==> src/rtl/tmr_pkg.sv <==
`timescale 1ns/1ps
package tmr_pkg;

  typedef enum logic [1:0] {
    SRC_CPU_CYC  = 2'd0,
    SRC_A12      = 2'd1,
    SRC_ADDR_CHG = 2'd2,
    SRC_CPU_WR   = 2'd3
  } tmr_src_e;

  typedef enum logic [1:0] {
    DIR_IDLE_LO = 2'd0,
    DIR_UP      = 2'd1,
    DIR_DOWN    = 2'd2,
    DIR_IDLE_HI = 2'd3
  } tmr_dir_e;

  typedef enum logic [2:0] {
    OFS_EN   = 3'd0,
    OFS_CTL  = 3'd1,
    OFS_OFF  = 3'd2,
    OFS_ON   = 3'd3,
    OFS_PRE  = 3'd4,
    OFS_CNT  = 3'd5,
    OFS_MASK = 3'd6,
    OFS_NONE = 3'd7
  } tmr_ofs_e;

  // Stored control fields; data bits [5:4] carry no function.
  typedef struct packed {
    tmr_dir_e dir;     // data [7:6]
    logic     freeze;  // data [3]
    logic     narrow;  // data [2]
    tmr_src_e src;     // data [1:0]
  } tmr_ctl_t;

endpackage

==> src/rtl/tmr_regfile.sv <==
`timescale 1ns/1ps
module tmr_regfile
  import tmr_pkg::*;
#(
  parameter int unsigned DW = 8
) (
  input  logic          clk,
  input  logic          rst_n,
  input  logic          wr,
  input  logic [2:0]    addr,
  input  logic [DW-1:0] wdata,
  output tmr_ctl_t      ctl,
  output logic          en,
  output logic          pre_ld,
  output logic          cnt_ld,
  output logic [DW-1:0] ld_val,
  output logic          clr
);

  tmr_ofs_e      ofs;
  tmr_ctl_t      ctl_q, ctl_d;
  logic          en_q, en_d, en_we;
  logic [DW-1:0] xm_q;
  logic          ctl_we, xm_we;

  assign ofs = tmr_ofs_e'(addr);

  // next-state decode
  always_comb begin
    ctl_we = wr && (ofs == OFS_CTL);
    xm_we  = wr && (ofs == OFS_MASK);
    en_we  = wr && ((ofs == OFS_EN) || (ofs == OFS_OFF) || (ofs == OFS_ON));
    ctl_d  = tmr_ctl_t'({wdata[7:6], wdata[3:0]});
    unique case (ofs)
      OFS_EN:  en_d = wdata[0];
      OFS_ON:  en_d = 1'b1;
      default: en_d = 1'b0;
    endcase
  end

  // every register clears on reset
  always_ff @(posedge clk or negedge rst_n) begin
    if (!rst_n) begin
      ctl_q <= '0;
      en_q  <= 1'b0;
      xm_q  <= '0;
    end else begin
      if (ctl_we) ctl_q <= ctl_d;
      if (en_we)  en_q  <= en_d;
      if (xm_we)  xm_q  <= wdata;
    end
  end

  assign ctl    = ctl_q;
  assign en     = en_q;
  assign pre_ld = wr && (ofs == OFS_PRE);
  assign cnt_ld = wr && (ofs == OFS_CNT);
  assign ld_val = wdata ^ xm_q;
  assign clr    = wr && (((ofs == OFS_EN) && !wdata[0]) || (ofs == OFS_OFF));

  p_on_r9: assert property (@(posedge clk) disable iff (!rst_n)
    (wr && ofs == OFS_ON) |=> en_q);
  p_off_r9: assert property (@(posedge clk) disable iff (!rst_n)
    (wr && ofs == OFS_OFF) |=> !en_q);
  p_mask_r10: assert property (@(posedge clk) disable iff (!rst_n)
    !(wr && ofs == OFS_MASK) |=> (xm_q == $past(xm_q)));

endmodule

==> src/rtl/tmr_evsel.sv <==
`timescale 1ns/1ps
module tmr_evsel
  import tmr_pkg::*;
#(
  parameter int unsigned CHG_STEPS = 2,
  localparam int unsigned SW = $clog2(CHG_STEPS + 1)
) (
  input  logic          en,
  input  tmr_src_e      src,
  input  tmr_dir_e      dir,
  input  logic          ev_cpu_cyc,
  input  logic          ev_a12_rise,
  input  logic          ev_addr_chg,
  input  logic          ev_cpu_wr,
  output logic [SW-1:0] nsteps
);

  logic active;

  // only an enabled timer with a counting direction takes steps
  assign active = en && ((dir == DIR_UP) || (dir == DIR_DOWN));

  // source selection and step count per event
  always_comb begin
    nsteps = '0;
    if (active) begin
      unique case (src)
        SRC_CPU_CYC:  nsteps = SW'(ev_cpu_cyc);
        SRC_A12:      nsteps = SW'(ev_a12_rise);
        SRC_ADDR_CHG: nsteps = ev_addr_chg ? SW'(CHG_STEPS) : '0;
        SRC_CPU_WR:   nsteps = SW'(ev_cpu_wr);
        default:      nsteps = '0;
      endcase
    end
  end

endmodule

==> src/rtl/tmr_step.sv <==
`timescale 1ns/1ps
module tmr_step #(
  parameter int unsigned DW = 8,
  parameter int unsigned NW = 3
) (
  input  logic [DW-1:0] pre_i,
  input  logic [DW-1:0] cnt_i,
  input  logic          up,
  input  logic          narrow,
  input  logic          freeze,
  output logic [DW-1:0] pre_o,
  output logic [DW-1:0] cnt_o,
  output logic          fire
);

  localparam logic [DW-1:0] NMASK = DW'((1 << NW) - 1);

  logic [DW-1:0] mask, stepped, cnt_nx;
  logic          wrap;

  always_comb begin
    mask    = narrow ? NMASK : '1;
    stepped = up ? pre_i + 1'b1 : pre_i - 1'b1;
    pre_o   = (pre_i & ~mask) | (stepped & mask);
    wrap    = up ? ((pre_o & mask) == '0)
                 : ((pre_o & mask) == mask);
    cnt_nx  = freeze ? cnt_i : (up ? cnt_i + 1'b1 : cnt_i - 1'b1);
    cnt_o   = wrap ? cnt_nx : cnt_i;
    fire    = wrap && (cnt_o == {DW{~up}});
  end

endmodule

==> src/rtl/tmr_core.sv <==
`timescale 1ns/1ps
module tmr_core #(
  parameter int unsigned DW        = 8,
  parameter int unsigned NW        = 3,
  parameter int unsigned MAX_STEPS = 2,
  localparam int unsigned SW = $clog2(MAX_STEPS + 1)
) (
  input  logic          clk,
  input  logic          rst_n,
  input  logic [SW-1:0] nsteps,
  input  logic          up,
  input  logic          narrow,
  input  logic          freeze,
  input  logic          pre_ld,
  input  logic          cnt_ld,
  input  logic [DW-1:0] ld_val,
  input  logic          clr,
  output logic          irq
);

  logic [MAX_STEPS:0][DW-1:0] pre_c, cnt_c;
  logic [MAX_STEPS:0]         fire_c;
  logic [DW-1:0] pre_q, pre_d, cnt_q, cnt_d;
  logic          irq_q, irq_d;
  logic          pre_we, cnt_we, stepping;

  assign pre_c[0]  = pre_q;
  assign cnt_c[0]  = cnt_q;
  assign fire_c[0] = 1'b0;

  // unrolled chain of step stages, stage g taken when g < nsteps
  for (genvar g = 0; g < MAX_STEPS; g++) begin : g_stage
    logic [DW-1:0] pre_s, cnt_s;
    logic          fire_s, take;
    tmr_step #(.DW(DW), .NW(NW)) u_step (
      .pre_i  (pre_c[g]),
      .cnt_i  (cnt_c[g]),
      .up     (up),
      .narrow (narrow),
      .freeze (freeze),
      .pre_o  (pre_s),
      .cnt_o  (cnt_s),
      .fire   (fire_s)
    );
    assign take       = (nsteps > SW'(g));
    assign pre_c[g+1] = take ? pre_s : pre_c[g];
    assign cnt_c[g+1] = take ? cnt_s : cnt_c[g];
    assign fire_c[g+1] = fire_c[g] | (take & fire_s);
  end

  // step result first, register write overrides afterwards
  always_comb begin
    stepping = (nsteps != '0);
    pre_we   = stepping || pre_ld || clr;
    cnt_we   = stepping || cnt_ld;
    pre_d    = clr ? '0 : (pre_ld ? ld_val : pre_c[MAX_STEPS]);
    cnt_d    = cnt_ld ? ld_val : cnt_c[MAX_STEPS];
    irq_d    = (irq_q | fire_c[MAX_STEPS]) & ~clr;
  end

  always_ff @(posedge clk or negedge rst_n) begin
    if (!rst_n) begin
      pre_q <= '0;
      cnt_q <= '0;
      irq_q <= 1'b0;
    end else begin
      if (pre_we) pre_q <= pre_d;
      if (cnt_we) cnt_q <= cnt_d;
      irq_q <= irq_d;
    end
  end

  assign irq = irq_q;

  p_irq_hold_r12: assert property (@(posedge clk) disable iff (!rst_n)
    (irq_q && !clr) |=> irq_q);
  p_irq_drop_r9: assert property (@(posedge clk) disable iff (!rst_n)
    clr |=> !irq_q);
  p_irq_cause_r6: assert property (@(posedge clk) disable iff (!rst_n)
    (!irq_q && nsteps == '0) |=> !irq_q);
  p_idle_r11: assert property (@(posedge clk) disable iff (!rst_n)
    (nsteps == '0 && !pre_ld && !cnt_ld && !clr) |=> ($stable(pre_q) && $stable(cnt_q)));
  p_narrow_r5: assert property (@(posedge clk) disable iff (!rst_n)
    (narrow && !pre_ld && !clr) |=> (pre_q[DW-1:NW] == $past(pre_q[DW-1:NW])));
  p_freeze_r8: assert property (@(posedge clk) disable iff (!rst_n)
    (freeze && !cnt_ld) |=> $stable(cnt_q));
  p_double_r3: assert property (@(posedge clk) disable iff (!rst_n)
    (nsteps == SW'(MAX_STEPS) && up && !narrow && !pre_ld && !clr)
      |=> (pre_q == $past(pre_q) + DW'(MAX_STEPS)));

endmodule

==> src/rtl/evt_irq_timer.sv <==
`timescale 1ns/1ps
module evt_irq_timer
  import tmr_pkg::*;
#(
  parameter int unsigned DW        = 8,
  parameter int unsigned NW        = 3,
  parameter int unsigned CHG_STEPS = 2
) (
  input  logic          clk,
  input  logic          rst_n,
  input  logic          reg_wr,
  input  logic [2:0]    reg_addr,
  input  logic [DW-1:0] reg_wdata,
  input  logic          ev_cpu_cyc,
  input  logic          ev_a12_rise,
  input  logic          ev_addr_chg,
  input  logic          ev_cpu_wr,
  output logic          irq_o
);

  localparam int unsigned SW = $clog2(CHG_STEPS + 1);

  logic [1:0]    rs_q;
  logic          rst_ni;
  tmr_ctl_t      ctl;
  logic          en, pre_ld, cnt_ld, clr;
  logic [DW-1:0] ld_val;
  logic [SW-1:0] nsteps;

  // asynchronous assert, synchronous release
  always_ff @(posedge clk or negedge rst_n) begin
    if (!rst_n) rs_q <= '0;
    else        rs_q <= {rs_q[0], 1'b1};
  end
  assign rst_ni = rs_q[1];

  tmr_regfile #(.DW(DW)) u_regs (
    .clk    (clk),
    .rst_n  (rst_ni),
    .wr     (reg_wr),
    .addr   (reg_addr),
    .wdata  (reg_wdata),
    .ctl    (ctl),
    .en     (en),
    .pre_ld (pre_ld),
    .cnt_ld (cnt_ld),
    .ld_val (ld_val),
    .clr    (clr)
  );

  tmr_evsel #(.CHG_STEPS(CHG_STEPS)) u_sel (
    .en          (en),
    .src         (ctl.src),
    .dir         (ctl.dir),
    .ev_cpu_cyc  (ev_cpu_cyc),
    .ev_a12_rise (ev_a12_rise),
    .ev_addr_chg (ev_addr_chg),
    .ev_cpu_wr   (ev_cpu_wr),
    .nsteps      (nsteps)
  );

  tmr_core #(.DW(DW), .NW(NW), .MAX_STEPS(CHG_STEPS)) u_core (
    .clk    (clk),
    .rst_n  (rst_ni),
    .nsteps (nsteps),
    .up     (ctl.dir == DIR_UP),
    .narrow (ctl.narrow),
    .freeze (ctl.freeze),
    .pre_ld (pre_ld),
    .cnt_ld (cnt_ld),
    .ld_val (ld_val),
    .clr    (clr),
    .irq    (irq_o)
  );

  p_src_r2: assert property (@(posedge clk) disable iff (!rst_ni)
    (ctl.src != SRC_ADDR_CHG) |-> (nsteps <= SW'(1)));

endmodule

==> config.mk <==
export PLATFORM = sky130hd
export DESIGN_NAME = evt_irq_timer
export DESIGN_NICKNAME = d
export VERILOG_FILES = /design/src/rtl/tmr_pkg.sv /design/src/rtl/tmr_regfile.sv /design/src/rtl/tmr_evsel.sv /design/src/rtl/tmr_step.sv /design/src/rtl/tmr_core.sv /design/src/rtl/evt_irq_timer.sv
export SDC_FILE = /design/constraint.sdc
export NUM_CORES = 1
export LEC_CHECK = 0
export ABC_AREA = 0
export ABC_CLOCK_PERIOD_IN_PS = 1190
export BUFFER_PORTS_ARGS = -buffer_cell sky130_fd_sc_hd__buf_2
export CAP_MARGIN = 15
export CORE_MARGIN = 2
export CORE_UTILIZATION = 40
export DETAILED_ROUTE_END_ITERATION = 12
export PLACE_DENSITY_LB_ADDON = 0.2
export RECOVER_POWER = 100
export SLEW_MARGIN = 40
export SYNTH_ARGS = -nofsm -noshare
export SYNTH_HDL_FRONTEND = slang
export SYNTH_SLANG_ARGS = --single-unit
==> constraint.sdc <==
create_clock -name clk -period 1.19 [get_ports clk]
set_input_delay 0.119 -clock clk [delete_from_list [all_inputs] [get_ports clk]]
set_output_delay 0.119 -clock clk [all_outputs]
set_load 0.1 [all_outputs]
# Word level (Yosys, flattened, before mapping)
# Cells that the tools add are included.
classes:
  n_mux: 22
  n_div: 0
  reduce_logical: 23
  multipliers: 0
  n_bitwise: 17
  shifts: 0
  n_lt_le_gt_ge: 2
  add_sub_neg: 8
  n_eq_ne: 15
ops:
  columns: ["op", "count"]
  rows:
  - ["$mux W8", 16]
  - ["$and A8 B8 Y8", 6]
  - ["$add A8 B1 Y8 const B", 4]
  - ["$eq A8 B8 Y1", 4]
  - ["$sub A8 B1 Y8 const B", 4]
  - ["$logic_not A8 Y1", 2]
  - ["$or A8 B8 Y8", 2]
  - ["$logic_and A1 B1 Y1", 10]
  - ["$eq A3 B3 Y1 const B", 3]
  - ["$not A8 Y8", 1]
  - ["$pmux W2 S4", 1]
  - ["$xor A8 B8 Y8", 1]
  - ["$logic_or A1 B1 Y1", 7]
  - ["$eq A2 B2 Y1 const B", 3]
  - ["$eq A3 B2 Y1 const B", 2]
  - ["$eq A2 B1 Y1 const B", 2]
  - ["$gt A2 B1 Y1 const B", 2]
  - ["$mux W2", 2]
  - ["$and A1 B1 Y1", 3]
  - ["$eq A3 B1 Y1 const B", 1]
  - ["$logic_not A3 Y1", 1]
  - ["$logic_not A2 Y1", 1]
  - ["$mux W1", 2]
  - ["$not A1 Y1", 2]
  - ["4 further kinds", 5]
word_totals:
  mem_bits_rw: 0
  in_bits: 18
  memories: 0
  ff_bits: 34
  latchBits: 0
  out_inout_bits: 1
  wordCells: 97
  mem_bits_ro: 0

# Depth between registers and ports, before layout
# Gate-level depths: netlist (run 1).
logic_depth:
  depth_word: 20
  ltp_mapped: 24
  depth_no_buf: 22

# Hierarchy
# From an unflattened synthesis (run 1), not the netlist that was laid out.
hier_totals:
  cells_unflattened: 450
  hier_area_um2: 4040.1
by_module_without_submodules:
  columns: ["module", "area_each_um2", "seq_area_each_um2", "n_inst", "cells_per_inst"]
  rows:
  - ["tmr_core", 1227.4, 425.4, 1, 107]
  - ["tmr_step at u_core.g_stage[0].u_step", 1014.7, 0.0, 1, 142]
  - ["tmr_step at u_core.g_stage[1].u_step", 987.2, 0.0, 1, 140]
  - ["tmr_regfile", 695.7, 375.4, 1, 49]
  - ["evt_irq_timer", 67.6, 50.0, 1, 4]
  - ["tmr_evsel", 47.5, 0.0, 1, 8]

# Worst setup path after synthesis (run 1)
# OpenSTA, ideal clock, no wires.
synth_timing:
  path_kind: "flip-flop to flip-flop"
  start: "register u_regs.ctl_q (netlist bit u_regs.ctl[5])"
  end: "register u_core.irq_q, in the netlist u_core.irq"
  t_arrival_ps: 6213
  stages_incl_launch_ff: 24
  path_buffers: 1
  synth_period_minus_slack_ps: 6277
  slack_ps: -5087
  setup_time_ps: 64
  t_required_ps: 1126
  cell_sequence: "dfrtp_1 -> inv_1 -> ha_1 -> buf_1 -> inv_1 -> ha_1 -> nor2b_1 -> o311a_1 -> or4b_1 -> nand3_1 -> nand4_1 -> a211oi_4 -> mux2i_1 -> ha_1 -> nor2b_1 -> o21ai_0 -> nand2b_1 -> a21o_1 -> a21oi_1 -> xnor2_1 -> or4_1 -> or4_1 -> a211oi_1 -> a211o_1"
synth_via:
  elab_chain_cells: 20
  word_cells_on_any_way: 44
  cone_classes: "add/sub (4); order compare (2); eq/ne (6); mux (13); bitwise (13); reduce/logical (6)"
synth_lines:
  columns: ["element", "line_no", "source"]
  rows:
  - ["start: declaration", "tmr_regfile.sv:21", "tmr_ctl_t ctl_q, ctl_d;"]
  - ["start signal: assignment", "tmr_regfile.sv:48", "if (ctl_we) ctl_q <= ctl_d;"]
  - ["$eq A2 B1 Y1 / $eq A2 B2 Y1 (equally long branches)", "tmr_evsel.sv:21, evt_irq_timer.sv:66", null]
  - ["$logic_or A1 B1 Y1", "tmr_evsel.sv:21", "assign active = en && ((dir == DIR_UP) || (dir == DIR_DOWN));"]
  - ["$logic_and A1 B1 Y1", "tmr_evsel.sv:21", null]
  - ["$mux W2", "tmr_evsel.sv:26", "if (active) begin"]
  - ["$gt A2 B1 Y1", "tmr_core.sv:45", "assign take = (nsteps > SW'(g));"]
  - ["$mux W8", "tmr_core.sv:46", "assign pre_c[g+1] = take ? pre_s : pre_c[g];"]
  - ["$sub A8 B1 Y8 / $add A8 B1 Y8 (equally long branches)", "tmr_step.sv:23", "stepped = up ? pre_i + 1'b1 : pre_i - 1'b1;"]
  - ["$mux W8", "tmr_step.sv:23", null]
  - ["(+5 left out)", null, null]
  - ["$mux W8", "tmr_step.sv:28", "cnt_o = wrap ? cnt_nx : cnt_i;"]
  - ["$eq A8 B8 Y1", "tmr_step.sv:29", "fire = wrap && (cnt_o == {DW{~up}});"]
  - ["$logic_and A1 B1 Y1", "tmr_step.sv:29", null]
  - ["$and A1 B1 Y1", "tmr_core.sv:48", "assign fire_c[g+1] = fire_c[g] | (take & fire_s);"]
  - ["$or A1 B1 Y1 (*)", "tmr_core.sv:48", null]
  - ["$or A1 B1 Y1 (*)", "tmr_core.sv:58", "irq_d = (irq_q | fire_c[MAX_STEPS]) & ~clr;"]
  - ["$and A1 B1 Y1 (*)", "tmr_core.sv:58", null]
  - ["named net u_core.irq_d", "tmr_core.sv:24", "logic irq_q, irq_d;"]
  - ["end signal: assignment", "tmr_core.sv:69", "irq_q <= irq_d;"]
  - ["end: declaration", "tmr_core.sv:24", null]
# Mark *: on every way through the listed nets, which the timed path passes. The rest lies on a longest branch.
# A chain may end at the register's enable or synchronous reset.

# Final worst setup path (run 1)
# Ends and elaborated chain as after synthesis.

==> flow_summary_export.csv, run 1 <==
group,metric,value,unit
outcome,status,"finished, violations left",
outcome,violations,"setup timing",
die,core_area,0.008636,mm2
synthesis,synth_area_leaders,"dfrtp_1 24%, ha_1 11%, mux2_2 6.7%",
sta,fin_crit_sh,468.0,%
run,cap_violations,0,
finish,seq_area,850.8,um2
finish,drive_gt1_share,51.33,%
global_route,grt_max_degree,33,
power_and_ir_drop,leakage,2.635,nW
synthesis,synth_edf_count,0,
critical_path,end_kind,"flip-flop",
detailed_routing,drt-vias-per-instance,5.394,
global_route,antenna_found_initial,0,
synthesis,synthSimpleGateAreaFrac,21.32,%
clocking,clkSlewWorstSetupHoldPaths,0.07,ns
synthesis,synthFlopType,"dfrtp_1",
finish,nNetsFinal,653,
synthesis,syn_nets,466,
power_and_ir_drop,max-vdd-ir-drop,0.001654,V
synthesis,synthMuxAreaShare,11.01,%
die,die_x,97.99,um
clocking,cts-htree-levels,2,
synthesis,synth.largest_area_cell,"dfrtp_1",
sta,tightest_slew,0.8555,ns
finish,final_area,0.005909,mm2
placed_design,post-dp-hpwl,8.609,mm
finish,layout_commonest_cell,"buf_4",
synthesis,ys_types,61,
power_and_ir_drop,p_per_area,3360,mW/mm2
detailed_routing,drc_errors,0,
clocking,clk_path_buf_depth,2,
placed_design,io_buffers,18,
sta,grt_setup_unrepaired,"true",
sta,relSlewSlack,42.97,%
placed_design,globalplace.congestion,0.9258,
synthesis,synth_warnings,0,
synthesis,yosysSeqAreaShare,24.08,%
synthesis,ys_ff_latch,34,
sta,fin_crit,5.569,ns
die,die_y,97.99,um
worst_hold_path,hold_path_class,"in2reg",
synthesis,synth-xor-area-share,9.171,%
clocking,clock_sinks,34,
sta,setup_viol,17,
critical_path,cp-start-kind,"flip-flop",
detailed_routing,first_iter_violations,174,
detailed_routing,antenna_left,0,
die,num_io_pins,19,
detailed_routing,wire_per_inst,17.09,um
clocking,clock_latency,0.30,ns
die,design.die.area,0.009601,mm2
detailed_routing,routed_wl,12.13,mm
synthesis,synthArstFlopShare,100.0,%
finish,nFillCells,654,
clocking,cts_buffers,5,
sta,fmax,179.6,MHz
sta,drv_slew,0,
sta,fin_skew,0.001970,ns
global_route,grt_remaining_overflow,0,
sta,hold_viol_final,0,
global_route,grt_pass1_vias,3869,
finish,final_cell_mix,"137 x buf_4, 37 x nor2_1, 34 x dfrtp_1, 24 x nand2_1, 21 x buf_6",
placed_design,placed_area,0.004943,mm2
synthesis,yosysTopAreaCellShare,24.08,%
synthesis,synth_compound_area_share,17.95,%
synthesis,synth_top_family_by_area,"simple AND/OR/NAND/NOR gates",
sta,fin_ws,-4.379,ns
detailed_routing,routed-via-count,3830,
critical_path,arrival,5.81,ns
synthesis,netlist_area,0.003533,mm2
synthesis,syn_inst,414,
critical_path,crit_fanout,7,
finish,antenna_cells,0,
global_route,grt_first_pass_wirelength,19.05,mm
synthesis,synth-adder-area-share,12.89,%
finish,area_growth,67.25,%
placed_design,place_ws,-4.287,ns
die,initial_core_util,40.92,%
finish,multi_input_area,0.003203,mm2
synthesis,syn_avg_cell_area,8.535,um2
critical_path,critPathRequiredTime,1.43,ns
detailed_routing,first_pass_iters,4,
die,rows,34,
clocking,cts_tree,"done",
clocking,cts-root-buf,"clkbuf_8",
critical_path,critPathKind,"reg2reg",
global_route,grtUsageTotal,24.68,%
-- registers in the layout, indices dropped and copies added, names as in the netlist --
| register | flops |
|---|---|
| u_regs.en | 1 |
| u_regs.ctl | 6 |
| rs_q | 2 |
| u_core.irq | 1 |
| u_core.cnt_q | 8 |
| u_core.pre_q | 8 |
| u_regs.xm_q | 8 |
-- cells in the mapped netlist, drive strengths merged (2+ instances only) --
| cell | instances |
|---|---|
| nor2 | 43 |
| dfrtp | 34 |
| a21oi | 31 |
| ha | 30 |
| nand2 | 30 |
| xor2 | 22 |
| inv | 21 |
| mux2 | 21 |
| o21ai | 18 |
| nand3 | 15 |
| xnor2 | 15 |
| mux2i | 13 |
| a211oi | 10 |
| nor3 | 9 |
| nor2b | 8 |
| a21o | 7 |
| clkbuf | 7 |
| nand4 | 6 |
| and2 | 5 |
| or3 | 5 |
| buf | 4 |
| fa | 4 |
| nand2b | 4 |
| or4 | 4 |
| nand3b | 3 |
| o211ai | 3 |
| a311oi | 2 |
| a31oi | 2 |
| a41oi | 2 |
| and4 | 2 |
| nand4b | 2 |
| nor3b | 2 |
| nor4 | 2 |
| nor4b | 2 |
| o21a | 2 |
| o21bai | 2 |
| o311a | 2 |
| o311ai | 2 |
| o31ai | 2 |
| or2 | 2 |
-- cells by family after synthesis --
| kind of cell | Yosys count |
|---|---|
| xor gates and xnor gates | 37 |
| muxes | 35 |
| and+or+nand+nor | 147 |
| adders and majority gates | 34 |
| AOI/OAI and AO/OA | 94 |
| other | 1 |
| buffers and inverters | 32 |
| DFF | 34 |
-- layout make-up --
cell class	count	share of cell area, %
timing repair buffer	190	25.34
tap	108	2.287
clock inverter	3	1.165
inverter	21	1.440
multi-input combinational	349	54.20
sequential	34	14.40
clock buffer	5	1.165
-- report_power, final --
part	internal [W]	leakage [nW]	switching, W
clock	0.000839	0.0683	0.000472
sequential	0.00153	0.402	0.000362
combinational	0.00905	2.17	0.00760
total	0.0114	2.64	0.00844
-- timing repair --
item / 4_1_cts / 5_1_grt
resized for setup: 76 / 46
hold buffers: 1 / 0
cloned: 1 / 0
pin swaps: 48 / 37
hold endpoints to repair: 2 / 0
endpoints found under the setup margin: 17 / 17
buffers inserted: 19 / 12
-- worst max-delay path: stages, from the launching register on --
cell and delay [ns]:
dfrtp_1 0.37, inv_2 0.08, ha_4 0.17, clkinvlp_4 0.21, ha_4 0.35, ha_4 0.12, nand2_2 0.05, or3_1 0.33
or3_1 0.34, o41a_1 0.44, a211oi_4 0.34, buf_6 0.16, buf_4 0.10, mux2_2 0.34, ha_1 0.34, a21o_1 0.20
a21oi_2 0.17, xnor2_2 0.09, or4_1 0.43, or4_4 0.51, a211oi_2 0.24, a211o_1 0.12
-- worst paths after layout --
kind                          startpoint         endpoint  slack [ns]  depth (start not counted)
min in group asynchronous          rst_n          rs_q[1]        0.14                          2
max in group asynchronous        rs_q[1]  u_core.cnt_q[0]        0.22                          1
setup reg to reg           u_regs.ctl[5]       u_core.irq       -4.38                         21
setup / recovery           u_regs.ctl[5]       u_core.irq       -4.38                         21
hold / removal              reg_wdata[4]   u_regs.xm_q[4]        0.07                          2
hold reg to reg                  rs_q[0]          rs_q[1]        0.35                          0
-- per-stage QoR --
stage	setup TNS (ns)	cells	util [%]	hold WS [ns]	power, W
global placement	-50.79	669	57.24	-0.09588	0.01388
finish	-50.96	710	68.43	0.07347	0.01986
detailed placement	-52.00	669	57.24	-0.09283	0.01410
floorplan	-53.19	414	-	-0.1766	0.008599
global route	-53.61	710	68.43	0.08176	0.02114
CTS	-49.83	698	64.91	0.06942	0.01788
-- per-layer routing --
metal | routed length [um] | track usage (%) | share of wire, % | up-vias
met2 | 5856 | 42.26 | 48 | 112
met5 | 0 | 0 | 0 | -
met3 | 686 | 2.577 | 5.7 | 33
li1 | - | - | - | 1875
met4 | 363 | 6.624 | 3.0 | 0
met1 | 5226 | 33.30 | 43 | 1810
Note: power is estimated with default switching activity, not from simulation.
==> run 2: changes to the inputs <==
- ABC_CLOCK_PERIOD_IN_PS: 1190 -> 6400
- clock period: 1.19 -> 6.4 ns (I/O delays scaled with it)
==> run 2 against run 1 <==
  * Combinational power is 91% lower
  * Hold slack better by 0.058 ns
  * Count of clock-buffer cells in the layout is 2 higher
  * Routed wire length shrank 27%
  * Die area unchanged
  * Highest routed layer unchanged
  * Sequential share of layout area up 7.7 points
  * Critical endpoint unchanged
  * Register-to-register slack better by 4.8 ns
  * Flip-flop and latch count stayed put
  * The flow finishes with violations (capacitance limit, slew limit)
  * Clock skew grew 0.0044 ns
  * Via count is 19% lower
  * Critical path type unchanged
==> flow_summary_export.csv, run 2 (synthesis gave the netlist of run 1 again) <==
group,metric,value,unit
outcome,status,"finished, violations left",
outcome,violations,"capacitance limit, slew limit",
placed_design,io_buffers,18,
sta,tightest_slew,1.774,ns
clocking,cts_buffers,5,
clocking,clk_path_buf_depth,2,
clocking,cts-root-buf,"clkbuf_8",
global_route,grtUsageTotal,18.86,%
finish,antenna_cells,0,
clocking,clock_sinks,34,
critical_path,critPathRequiredTime,6.63,ns
sta,fin_skew,0.006342,ns
critical_path,critPathKind,"reg2reg",
die,rows,34,
sta,setup_viol,0,
sta,fin_crit,5.976,ns
finish,drive_gt1_share,12.59,%
detailed_routing,wire_per_inst,16.17,um
placed_design,post-dp-hpwl,6.998,mm
sta,relSlewSlack,-18.27,%
finish,final_cell_mix,"43 x nor2_1, 34 x dfrtp_1, 31 x a21oi_1, 30 x nand2_1, 30 x ha_1",
die,design.die.area,0.009601,mm2
global_route,grt_remaining_overflow,0,
detailed_routing,first_pass_iters,4,
power_and_ir_drop,max-vdd-ir-drop,0.0002107,V
placed_design,place_ws,0.3854,ns
finish,area_growth,8.923,%
global_route,grt_first_pass_wirelength,14.90,mm
global_route,antenna_found_initial,0,
finish,reg_top3,"u_core.cnt_q (8), u_core.pre_q (8), u_regs.xm_q (8)",
detailed_routing,antenna_left,0,
die,die_y,97.99,um
sta,hold_viol_final,0,
finish,nNetsFinal,488,
global_route,grt_max_degree,33,
finish,seq_area,850.8,um2
worst_hold_path,hold_path_class,"in2async",
sta,fin_tns_setup,0,ns
critical_path,end_kind,"flip-flop",
detailed_routing,routed_wl,8.813,mm
finish,layout_commonest_cell,"nor2_1",
sta,fin_ws,0.4239,ns
detailed_routing,drc_errors,0,
clocking,cts_tree,"done",
run,cap_violations,1,
global_route,grt_pass1_vias,3052,
critical_path,crit_fanout,7,
power_and_ir_drop,leakage,1.664,nW
die,initial_core_util,40.92,%
sta,fmax,167.3,MHz
die,die_x,97.99,um
clocking,clkSlewWorstSetupHoldPaths,0.07,ns
die,num_io_pins,19,
finish,nFillCells,859,
power_and_ir_drop,power,0.001999,W
detailed_routing,first_iter_violations,157,
power_and_ir_drop,p_per_area,519.3,mW/mm2
clocking,cts-htree-levels,2,
critical_path,arrival,6.21,ns
detailed_routing,drt-vias-per-instance,5.683,
placed_design,globalplace.congestion,0.9057,
sta,grt_setup_unrepaired,"false",
critical_path,cp-start-kind,"flip-flop",
detailed_routing,routed-via-count,3097,
finish,multi_input_area,0.002555,mm2
sta,drv_slew,33,
clocking,clock_latency,0.29,ns
die,core_area,0.008636,mm2
sta,fin_crit_sh,93.38,%
## run 2: report_power, final
group	internal (W)	switching, W
clock network	0.0000868	0.0000778
registers	0.000284	0.0000875
logic	0.000598	0.000864
## run 2: worst paths after layout
path	slack (ns)	end	startpoint	cells after the start
setup / recovery	0.42	u_core.irq	u_regs.ctl[4]	21
hold / removal	0.13	rs_q[1]	rst_n	1
setup reg to reg	0.42	u_core.irq	u_regs.ctl[4]	21
hold reg to reg	0.35	rs_q[1]	rs_q[0]	0
max in group asynchronous	4.57	u_core.pre_q[5]	rs_q[1]	1
min in group clk	0.35	rs_q[1]	rs_q[0]	0
## run 2: per-stage QoR
step | std cells | cell area [um2] | util, % | hold WS (ns)
after floorplan | 414 | 3533 | - | 0.3312
after global placement | 533 | 3745 | 43.36 | 0.2786
after detailed placement | 533 | 3745 | 43.36 | 0.2832
after CTS | 541 | 3836 | 44.42 | 0.1218
after global routing | 545 | 3849 | 44.57 | 0.1275
final | 545 | 3849 | 44.57 | 0.1315
## run 2: worst max-delay path, stage by stage, from the launching register on
cell	delay, ns
dfrtp_1	0.39
ha_1	0.25
inv_1	0.22
ha_1	0.35
nor2b_1	0.18
o311a_1	0.31
or4b_1	0.47
nand3_1	0.14
nand4_1	0.24
a211oi_4	0.47
buf_4	0.21
mux2_2	0.38
ha_1	0.36
o21ai_0	0.10
nand2b_1	0.10
a21o_1	0.18
a21oi_1	0.16
xnor2_1	0.11
or4_1	0.52
or4_1	0.40
a211oi_1	0.24
a211o_1	0.13
## run 2: final cells by class
cell class / count / area share [%]
tap: 108 / 3.511
sequential: 34 / 22.11
inverter: 21 / 2.048
clock inverter: 1 / 0.1300
multi-input combinational: 348 / 66.38
timing repair buffer: 26 / 3.576
clock buffer: 7 / 2.243
## run 2: timing repair
action                                  CTS  global route
buffers inserted                          0             4
endpoints found under the setup margin    0             1
hold buffers                              0             0
gates resized for setup                   0             0
## run 2: layer usage
| metal | routed length, um | track usage, % | share of wire [%] | vias to the layer above |
|---|---|---|---|---|
| met5 | 0 | 0 | 0 | - |
| met4 | 115 | 3.632 | 1.3 | 0 |
| met3 | 336 | 1.861 | 3.8 | 12 |
| met2 | 4042 | 31.40 | 46 | 68 |
| met1 | 4318 | 26.86 | 49 | 1458 |
| li1 | - | - | - | 1559 |
==> run 3: changes to the inputs <==
- HOLD_SLACK_MARGIN: default -> 0.12
- PLACE_DENSITY: default -> 0.61
- PLACE_DENSITY_LB_ADDON: 0.2 -> default
==> run 3 against run 2 <==
  * The flow now finishes without violations
  * Register-to-register slack improved by 0.07 ns
  * Hold slack improved by 0.077 ns
  * Flip-flop and latch count unchanged
  * First-iteration DRC count increased by 19%
  * Cell count decreased by 0.18%
  * Maximum frequency increased by 1.2%
  * Clock skew decreased by 0.00088 ns
  * Global-route usage about the same
  * Critical path depth decreased by 1
  * Critical endpoint unchanged
==> flow_summary_export.csv, run 3 (synthesis gave the netlist of run 1 again) <==
group,metric,value,unit
outcome,status,"complete, no violations",
global_route,antenna_found_initial,0,
power_and_ir_drop,clkPwrFrac,11.7,%
critical_path,end_kind,"flip-flop",
finish,drive_gt1_share,11.93,%
die,initial_core_util,40.92,%
clocking,clock_sinks,34,
sta,fmax,169.4,MHz
detailed_routing,first_iter_violations,187,
finish,final_core_util,45.09,%
critical_path,path_depth,20,
sta,fin_crit_sh,92.26,%
clocking,clkSlewWorstSetupHoldPaths,0.08,ns
sta,hold_viol_final,0,
finish,area_growth,10.20,%
detailed_routing,dr.max_layer_used,"met4",
clocking,clk_path_buf_depth,2,
critical_path,r2r-start,"u_regs.ctl[4]",
finish,layout_commonest_cell,"nor2_1",
critical_path,arrival,6.13,ns
detailed_routing,wl_met2,4.101,mm
sta,hold-worst-slack,0.2087,ns
global_route,grt_first_pass_wirelength,15.08,mm
global_route,grt_remaining_overflow,0,
critical_path,cp_top_family,"simple AND/OR/NAND/NOR gates",
detailed_routing,wl_met1,4.123,mm
die,die_x,97.99,um
sta,tightest_slew,1.164,ns
critical_path,critPathKind,"reg2reg",
sta,fin_tns_setup,0,ns
power_and_ir_drop,power_frac_comb,70.5,%
sta,relSlewSlack,22.76,%
global_route,grt_pass1_vias,3104,
global_route,grt_max_degree,25,
detailed_routing,first_pass_iters,4,
worst_hold_path,hold_path_class,"reg2async",
sta,grt_setup_unrepaired,"false",
detailed_routing,wire_per_inst,15.83,um
power_and_ir_drop,max-vdd-ir-drop,0.0002063,V
finish,final_area,0.003894,mm2
die,rows,34,
clocking,clock_latency,0.28,ns
power_and_ir_drop,power_frac_seq,17.8,%
finish,reg_top3,"u_core.cnt_q (8), u_core.pre_q (8), u_regs.xm_q (8)",
detailed_routing,drc_errors,0,
power_and_ir_drop,p_sw_share,49.94,%
clocking,cts-htree-levels,2,
critical_path,path_buf_inv,1,
critical_path,cpMostUsedCell,"ha_1",
placed_design,post-dp-hpwl,7.028,mm
detailed_routing,wl_met3,321,um
critical_path,critPathRequiredTime,6.63,ns
critical_path,cp_slowest_stage_delay,0.60,ns
die,design.die.area,0.009601,mm2
critical_path,cp_cell_sequence,"ha_1 > inv_1 > ha_1 > nor2b_1 > o311a_1 > or4b_1 > nand3_1 > mux2_1 > ha_1 > and3_1 > a21oi_1 > o21ai_0 > a211oi_1 > nand3_1 > o311ai_0 > nand2_1 > or4_1 > or4_1 > a211oi_1 > a211o_1",
placed_design,io_buffers,18,
detailed_routing,antenna_left,0,
clocking,cts_buffers,5,
power_and_ir_drop,p_int,0.001038,W
finish,final_cell_mix,"43 x nor2_1, 34 x dfrtp_1, 31 x a21oi_1, 30 x nand2_1, 30 x ha_1",
clocking,cts_tree,"done",
die,num_io_pins,19,
run,cap_violations,0,
detailed_routing,routed-via-count,3074,
critical_path,worstRegToRegCells,20,
finish,nNetsFinal,487,
critical_path,crit_path_start,"u_regs.ctl[4]",
critical_path,cp_slowest_cell,"o311ai_0",
critical_path,r2r_end,"u_core.irq",
die,core_area,0.008636,mm2
global_route,grtUsageTotal,18.81,%
sta,drv_slew,0,
critical_path,r2r_slack,0.50,ns
die,die_y,97.99,um
critical_path,cp-start-kind,"flip-flop",
power_and_ir_drop,leakage,1.679,nW
detailed_routing,drt-vias-per-instance,5.651,
detailed_routing,routed_wl,8.610,mm
sta,fin_crit,5.904,ns
placed_design,globalplace.congestion,0.9168,
placed_design,placed_area,0.003752,mm2
finish,antenna_cells,0,
critical_path,crit_fanout,7,
sta,setup_viol,0,
sta,fin_skew,0.005466,ns
critical_path,endpoint,"u_core.irq",
power_and_ir_drop,p_sw,0.001036,W
power_and_ir_drop,p_per_area,532.6,mW/mm2
clocking,cts-root-buf,"clkbuf_8",
==> run 3: changes by cell type in the layout (fill, tap and decap cells not counted), sizes merged <==
| cell | previous run | this run |
|---|---|---|
| bufinv | 0 | 2 |
| buf | 20 | 18 |
| dlygate4sd3 | 0 | 1 |
| clkbuf | 13 | 11 |
==> run 3: routing by layer <==
metal / GRT usage [%] / up-vias
met1: 25.71 / 1445
met5: 0 / -
met2: 32.72 / 75
met4: 2.671 / 0
met3: 2.291 / 8
li1: - / 1546
==> run 3: through the flow <==
step / setup slack, ns / cells / total power (W)
floorplan: 0.1230 / 414 / 0.001505
global placement: 0.6690 / 534 / 0.001805
detailed placement: 0.5167 / 534 / 0.001823
CTS: 0.4964 / 543 / 0.002076
global route: 0.06538 / 544 / 0.002287
finish: 0.4955 / 544 / 0.002074
==> run 3: how the worst min path moves through the flow <==
stage	start	endpoint	slack, ns	cells past startpoint
2_1_floorplan	rs_q[0]	rs_q[1]	0.33	0
3_3_place_gp	rs_q[1]	u_regs.xm_q[4]	0.23	0
3_5_place_dp	rs_q[1]	u_regs.xm_q[4]	0.24	0
4_1_cts	rs_q[1]	u_regs.xm_q[4]	0.24	0
5_1_grt	rs_q[1]	u_regs.xm_q[4]	0.27	0
6_report	rs_q[1]	u_regs.xm_q[6]	0.21	0
==> run 3: final cells by class <==
type                    count  area, um2
clock inverters             3      68.82
repair buffers             25      136.4
clock buffers               5      68.82
flip-flops and latches     34      850.8
fillers                   848       4742
inverters                  21      78.83
well taps                 108      135.1
multi-input cells         348       2555
==> run 3: timing repair <==
item	in CTS	in global routing
hold buffers	1	0
resized for setup	0	1
setup buffers	0	1
hold endpoints to repair	2	0
endpoints found under the setup margin	0	1
==> run 3: worst register-to-register path, stage by stage (launching register included) <==
cell	delay [ns]
dfrtp_1	0.38
ha_1	0.23
inv_1	0.23
ha_1	0.35
nor2b_1	0.17
o311a_1	0.30
or4b_1	0.47
nand3_1	0.15
mux2_1	0.19
ha_1	0.29
and3_1	0.19
a21oi_1	0.10
o21ai_0	0.10
a211oi_1	0.51
nand3_1	0.13
o311ai_0	0.60
nand2_1	0.16
or4_1	0.48
or4_1	0.40
a211oi_1	0.26
a211o_1	0.14
==> run 3: power groups by stage <==
stage / sequential, W / combinational (W) / clock [W]
4_1_cts: 0.000367 / 0.00146 / 0.000246
5_1_grt: 0.000380 / 0.00165 / 0.000255
3_3_place_gp: 0.000373 / 0.00143 / 0
6_report: 0.000369 / 0.00146 / 0.000242
2_1_floorplan: 0.000337 / 0.00117 / 0
3_5_place_dp: 0.000372 / 0.00145 / 0
